==> config.mk <==
export PLATFORM = sky130hd
export DESIGN_NAME = operand_addr_resolver
export DESIGN_NICKNAME = d
export VERILOG_FILES = /design/src/rtl/oar_pkg.sv /design/src/rtl/oar_bank_reg.sv /design/src/rtl/oar_mode_decode.sv /design/src/rtl/oar_seq.sv /design/src/rtl/operand_addr_resolver.sv
export SDC_FILE = /design/constraint.sdc
export NUM_CORES = 1
export LEC_CHECK = 0
export BUFFER_PORTS_ARGS = -buffer_cell sky130_fd_sc_hd__buf_2
export CELL_PAD_IN_SITES_DETAIL_PLACEMENT = 1
export CELL_PAD_IN_SITES_GLOBAL_PLACEMENT = 1
export CORE_MARGIN = 2
export CORE_UTILIZATION = 25
export DETAILED_ROUTE_END_ITERATION = 16
export HOLD_SLACK_MARGIN = 0.06
export PLACE_DENSITY = 0.7
export SLEW_MARGIN = 15
export SYNTH_ARGS = -nofsm -noshare
export SYNTH_HDL_FRONTEND = slang
export SYNTH_SLANG_ARGS = --single-unit
export TNS_END_PERCENT = 50
==> constraint.sdc <==
create_clock -name clk -period 1.18 [get_ports clk]
set_clock_uncertainty 0.1 [all_clocks]
set_input_delay 0.177 -clock clk [delete_from_list [all_inputs] [get_ports clk]]
set_output_delay 0.177 -clock clk [all_outputs]
set_load 0.1 [all_outputs]
==> src/rtl/oar_pkg.sv <==
package oar_pkg;

  parameter int unsigned OAR_ADDR_W = 8;
  parameter int unsigned OAR_IDX_W  = 3;
  parameter int unsigned OAR_BANK_W = 2;

  typedef enum logic [1:0] {
    OP_REG = 2'b00,
    OP_DIR = 2'b01,
    OP_IND = 2'b10,
    OP_IMM = 2'b11
  } op_mode_e;

  typedef struct packed {
    logic                  is_imm;
    logic [OAR_ADDR_W-1:0] addr;
    logic [OAR_ADDR_W-1:0] imm;
  } oar_res_t;

endpackage

==> src/rtl/oar_bank_reg.sv <==
module oar_bank_reg #(
  parameter int unsigned BANK_W = 2
) (
  input  logic              clk,
  input  logic              rst_n,
  input  logic              we,
  input  logic [BANK_W-1:0] din,
  output logic [BANK_W-1:0] q
);

  always_ff @(posedge clk) begin
    if (!rst_n) begin
      q <= '0;
    end else if (we) begin
      q <= din;
    end
  end

endmodule

==> src/rtl/oar_mode_decode.sv <==
module oar_mode_decode
  import oar_pkg::*;
#(
  parameter int unsigned ADDR_W = OAR_ADDR_W,
  parameter int unsigned IDX_W  = OAR_IDX_W,
  parameter int unsigned BANK_W = OAR_BANK_W
) (
  input  op_mode_e          mode,
  input  logic [IDX_W-1:0]  idx,
  input  logic [BANK_W-1:0] bank,
  input  logic [ADDR_W-1:0] direct,
  input  logic [ADDR_W-1:0] imm,
  output oar_res_t          res,
  output logic              needs_ptr,
  output logic [ADDR_W-1:0] ptr_addr
);

  localparam int unsigned REG_SPAN_W = IDX_W + BANK_W;

  // Register address: bank field placed above the index field.
  function automatic logic [ADDR_W-1:0] reg_phys(input logic [BANK_W-1:0] b,
                                                 input logic [IDX_W-1:0]  i);
    logic [ADDR_W-1:0] r;
    r = '0;
    r[IDX_W +: BANK_W] = b;
    r[IDX_W-1:0]       = i;
    return r;
  endfunction

  // Indirect pointer may only be R0 or R1: keep index bit 0 alone.
  function automatic logic [IDX_W-1:0] ptr_index(input logic [IDX_W-1:0] i);
    logic [IDX_W-1:0] p;
    p    = '0;
    p[0] = i[0];
    return p;
  endfunction

  generate
    if (REG_SPAN_W > ADDR_W) begin : g_bad_span
      initial $display("oar_mode_decode: register space wider than address");
    end
  endgenerate

  always_comb begin
    res       = '0;
    needs_ptr = 1'b0;
    unique case (mode)
      OP_REG: res.addr = reg_phys(bank, idx);
      OP_DIR: res.addr = direct;
      OP_IND: needs_ptr = 1'b1;
      OP_IMM: begin
        res.is_imm = 1'b1;
        res.imm    = imm;
      end
      default: res = '0;
    endcase
    ptr_addr = reg_phys(bank, ptr_index(idx));
  end

endmodule

==> src/rtl/oar_seq.sv <==
module oar_seq
  import oar_pkg::*;
#(
  parameter int unsigned ADDR_W = OAR_ADDR_W
) (
  input  logic              clk,
  input  logic              rst_n,
  input  logic              fire,
  input  op_mode_e          mode,
  input  oar_res_t          dec_res,
  input  logic              needs_ptr,
  input  logic [ADDR_W-1:0] ptr_addr,
  input  logic [ADDR_W-1:0] ptr_rd_data,
  output logic              pend,
  output logic [ADDR_W-1:0] ptr_addr_q,
  output logic              res_valid,
  output oar_res_t          res_q,
  output op_mode_e          res_mode
);

  always_ff @(posedge clk) begin
    if (!rst_n) begin
      pend       <= 1'b0;
      ptr_addr_q <= '0;
      res_valid  <= 1'b0;
      res_q      <= '0;
      res_mode   <= OP_REG;
    end else begin
      res_valid <= 1'b0;
      if (pend) begin
        pend        <= 1'b0;
        res_valid   <= 1'b1;
        res_q       <= '0;
        res_q.addr  <= ptr_rd_data;
        res_mode    <= OP_IND;
      end else if (fire) begin
        if (needs_ptr) begin
          pend       <= 1'b1;
          ptr_addr_q <= ptr_addr;
        end else begin
          res_valid <= 1'b1;
          res_q     <= dec_res;
          res_mode  <= mode;
        end
      end
    end
  end

endmodule

==> src/rtl/operand_addr_resolver.sv <==
module operand_addr_resolver
  import oar_pkg::*;
#(
  parameter int unsigned ADDR_W = OAR_ADDR_W,
  parameter int unsigned IDX_W  = OAR_IDX_W,
  parameter int unsigned BANK_W = OAR_BANK_W
) (
  input  logic              clk,
  input  logic              rst_n,
  input  logic              bank_we,
  input  logic [BANK_W-1:0] bank_sel,
  input  logic              req_valid,
  output logic              req_ready,
  input  logic [1:0]        req_mode,
  input  logic [IDX_W-1:0]  req_reg,
  input  logic [ADDR_W-1:0] req_direct,
  input  logic [ADDR_W-1:0] req_imm,
  output logic              ptr_rd_en,
  output logic [ADDR_W-1:0] ptr_rd_addr,
  input  logic [ADDR_W-1:0] ptr_rd_data,
  output logic              res_valid,
  output logic              res_is_imm,
  output logic [ADDR_W-1:0] res_addr,
  output logic [ADDR_W-1:0] res_imm
);

  // Named internal events for the checker.
  logic              req_fire;
  logic              pend_q;
  logic [BANK_W-1:0] bank_q;
  op_mode_e          mode_e;
  op_mode_e          res_mode_q;
  oar_res_t          dec_res;
  oar_res_t          res_q;
  logic              dec_needs_ptr;
  logic [ADDR_W-1:0] dec_ptr_addr;
  logic [ADDR_W-1:0] ptr_addr_q;

  assign mode_e    = op_mode_e'(req_mode);
  assign req_ready = ~pend_q;
  assign req_fire  = req_valid & req_ready;

  oar_bank_reg #(.BANK_W(BANK_W)) u_bank (
    .clk  (clk),
    .rst_n(rst_n),
    .we   (bank_we),
    .din  (bank_sel),
    .q    (bank_q)
  );

  oar_mode_decode #(.ADDR_W(ADDR_W), .IDX_W(IDX_W), .BANK_W(BANK_W)) u_dec (
    .mode     (mode_e),
    .idx      (req_reg),
    .bank     (bank_q),
    .direct   (req_direct),
    .imm      (req_imm),
    .res      (dec_res),
    .needs_ptr(dec_needs_ptr),
    .ptr_addr (dec_ptr_addr)
  );

  oar_seq #(.ADDR_W(ADDR_W)) u_seq (
    .clk        (clk),
    .rst_n      (rst_n),
    .fire       (req_fire),
    .mode       (mode_e),
    .dec_res    (dec_res),
    .needs_ptr  (dec_needs_ptr),
    .ptr_addr   (dec_ptr_addr),
    .ptr_rd_data(ptr_rd_data),
    .pend       (pend_q),
    .ptr_addr_q (ptr_addr_q),
    .res_valid  (res_valid),
    .res_q      (res_q),
    .res_mode   (res_mode_q)
  );

  assign ptr_rd_en   = pend_q;
  assign ptr_rd_addr = ptr_addr_q;
  assign res_is_imm  = res_q.is_imm;
  assign res_addr    = res_q.addr;
  assign res_imm     = res_q.imm;

endmodule

==> metrics.txt <==
status=complete, but fails checks; failing checks=negative setup slack; Iter 0 DRT Violations=16; Vias=1,197; crit-path max cell delay=0.38 ns; ranking of synthesized cells by area=dfxtp_1 45%, a221oi_1 8.2%, a21oi_1 6.5%; Post-synth EDFFs=0; CTS max path bufs=2; CP arrival=1.43 ns; cell area after layout=2110 sq um; Final Cycle Share=1.15; post-route ant nets=0; initial antenna violation count=0; Max Fclk=~0.74 GHz; area leader, netlist=dfxtp_1; DP HPWL=2840 microns; Reg2Reg Depth=4; count leader, synth=dfxtp_1; Worst Path Required=1.25 ns; width of the die=69.5 microns; final WL=3800 microns; vias in the first global route=between 1,000 and 1,500; CTS HTree Levels=1; part of the power in the clock network=0.232; Post-synth top cells=24 x dfxtp_1, 17 x nand2_1, 14 x a21oi_1; layout cell share with drive strength beyond 1=0.595; combinational share of power=0.351; switching share of power=0.356; Placed Area=around 1800 sq um; peak supply drop=about 550 uV; Hold WS=0.0675 ns; synth unique cells=26; Seq/Total Area, Yosys=0.449; Pleak=0.888 nW; largest net degree at the start of global routing=14; DRC violations left=0; Initial Util=0.264; number of detailed-route iterations in the first pass=4; RSZ-0062 raised after global routing=true; Row Count=23; slowest library cell on the worst path=dfxtp_4; DIE AREA=4820 sq um; YS warnings=0; Post-synth ARST share=0; antenna fix cells=0; Top FF cell, synth=dfxtp_1; WL/cell=14.9 microns; FF+latch count, synth=24; Hold Path Origin=req_imm[7]; Fin. Hold Viols=0; Mapped Cells=123; Final WS setup=-0.180 ns; Vias per Instance=between 4 and 5; crit path kind=reg -> reg; area share of the largest cell type after synthesis=0.449; Period minus WS final=1.36 ns; first-pass GRT wire length=6130 microns; synthesized cell area=around 1100 sq um; Setup crit start kind=register; Core Area=4060 sq um; Root Driver=clkbuf_8; Hold Path Depth=3; Congestion Overflow GR=0; nets=roughly 240; worst-path cell chain=nor4bb_4 -> buf_6 -> nand2_1 -> a221oi_2; Pwr Density=1010 nW/um^2; All-Layer GR Usage=0.155; Final Slew Violations=0; reg2reg setup slack=-0.18 ns; Critical Path End Type=register; internal power=1.37 mW; # IOs=between 60 and 70; CTS Buf Count=3; Hold Path Class=in -> reg; Sw Pwr=758 uW; Flop pwr share=0.417; # port buffers=57; r2r endpoint=u_seq.res_q[12]$_SDFFE_PN0P_; clock slew at reported path FFs=0.08 ns; placer congestion estimate=~0.84; hold path endpoint=u_seq.res_q[7]$_SDFFE_PP0P_; Skew-Pair Late Insertion Delay=between 0.2 and 0.3 ns; CTS tree=built; CTS Sinks=24; max-capacitance violation count=0; Fin Setup TNS=-2.51 ns; crit path max fanout=7; worst reg2reg path startpoint=u_seq.pend$_SDFF_PP0_; endpoints failing setup=22; Area Growth Syn to Fin=96.6%; syn avg cell area=8.71 sq um; Die Y=69.5 microns
-- repair_timing --
| item | in CTS | in global routing |
|---|---|---|
| setup buffers | 3 | 2 |
| resized for setup | 13 | 13 |
| setup endpoints to repair | 23 | 23 |
| hold endpoints to repair | 8 | 0 |
| pin swaps | 6 | 1 |
| gates cloned | 0 | 0 |
| hold buffers | 8 | 0 |
-- metal layers --
metal,track usage,vias to the layer above,share of wire,wire length (microns)
li1,-,590,-,-
met1,0.195,565,0.40,1500
met2,0.281,40,0.55,2070
met3,0.0247,2,0.056,211
met4,0.0261,0,0.0032,12
met5,0,-,0,0
-- critical path, delay by kind of cell, from the launching register on --
kind,cells,cell delay [ns]
buffers and inverters,1,0.16
AOI/OAI and AO/OA,1,0.25
DFF,1,0.38
and+or+nand+nor,2,0.36
-- cell families after synthesis --
kind of cell	synth area share
buffers and inverters	0.0806
other	0.00350
DFF	0.449
muxes	0.0187
AOI/OAI and AO/OA	0.231
and+or+nand+nor	0.217
-- sequential cells by signal, summed over array words and instances (netlist names) --
| register | count |
|---|---|
| u_bank.q | 2 |
| u_seq.res_valid | 1 |
| u_seq.pend | 1 |
| u_seq.res_q | 17 |
| u_seq.ptr_addr_q | 3 |
-- power groups by stage --
stage                     logic [mW]  clock network, mW  registers, mW
after floorplan                0.209                  0           1.11
after global placement         0.667                  0          0.903
after detailed placement       0.680                  0          0.905
after CTS                      0.726              0.517          0.887
after global routing           0.788              0.552          0.892
final                          0.748              0.494          0.887
-- placed cells by master (no fill, tap or decap), drive strengths merged --
cell         instances
a21oi               14
a221o                3
a221oi              10
and2                 1
and2b                1
and3                 3
and4b                1
and4bb               1
buf                 77
clkbuf               4
clkinvlp             1
conb                 5
dfxtp               24
dlygate4sd3          8
inv                  2
mux2i                2
nand2               17
nand2b               3
nor2                 9
nor3                 1
nor4bb               1
o21ai               12
or2                  5
-- worst max path at each step --
stage,endpoint,from,depth (start not counted),slack (ns)
2_1_floorplan,u_seq.res_valid$_SDFF_PN0_,u_seq.pend$_SDFF_PP0_,4,-0.50
3_3_place_gp,u_seq.res_q[10]$_SDFFE_PN0P_,u_seq.pend$_SDFF_PP0_,3,-0.14
3_5_place_dp,u_seq.res_q[12]$_SDFFE_PN0P_,u_seq.pend$_SDFF_PP0_,3,-0.30
4_1_cts,req_ready,u_seq.pend$_SDFF_PP0_,3,-0.18
5_1_grt,u_seq.res_q[9]$_SDFFE_PN0P_,u_seq.pend$_SDFF_PP0_,4,-0.25
6_report,u_seq.res_q[12]$_SDFFE_PN0P_,u_seq.pend$_SDFF_PP0_,4,-0.18
-- metrics by stage --
step / utilization / instances / total power, mW / worst slack, ns
floorplan: - / 127 / 1.32 / -0.501
global placement: 0.455 / 238 / 1.57 / -0.138
detailed placement: 0.455 / 238 / 1.58 / -0.300
CTS: 0.502 / 253 / 2.13 / -0.176
global route: 0.519 / 255 / 2.23 / -0.252
finish: 0.519 / 255 / 2.13 / -0.180
-- final cells by class --
type | instances | area (sq um)
repair buffers | 85 | 876
clock buffers | 4 | 45.0
multi-input cells | 89 | 602
fillers | 465 | 1950
flip-flops and latches | 24 | 505
well taps | 50 | 62.6
inverters | 3 | 15.0
Power figures use the tool's default switching activity.
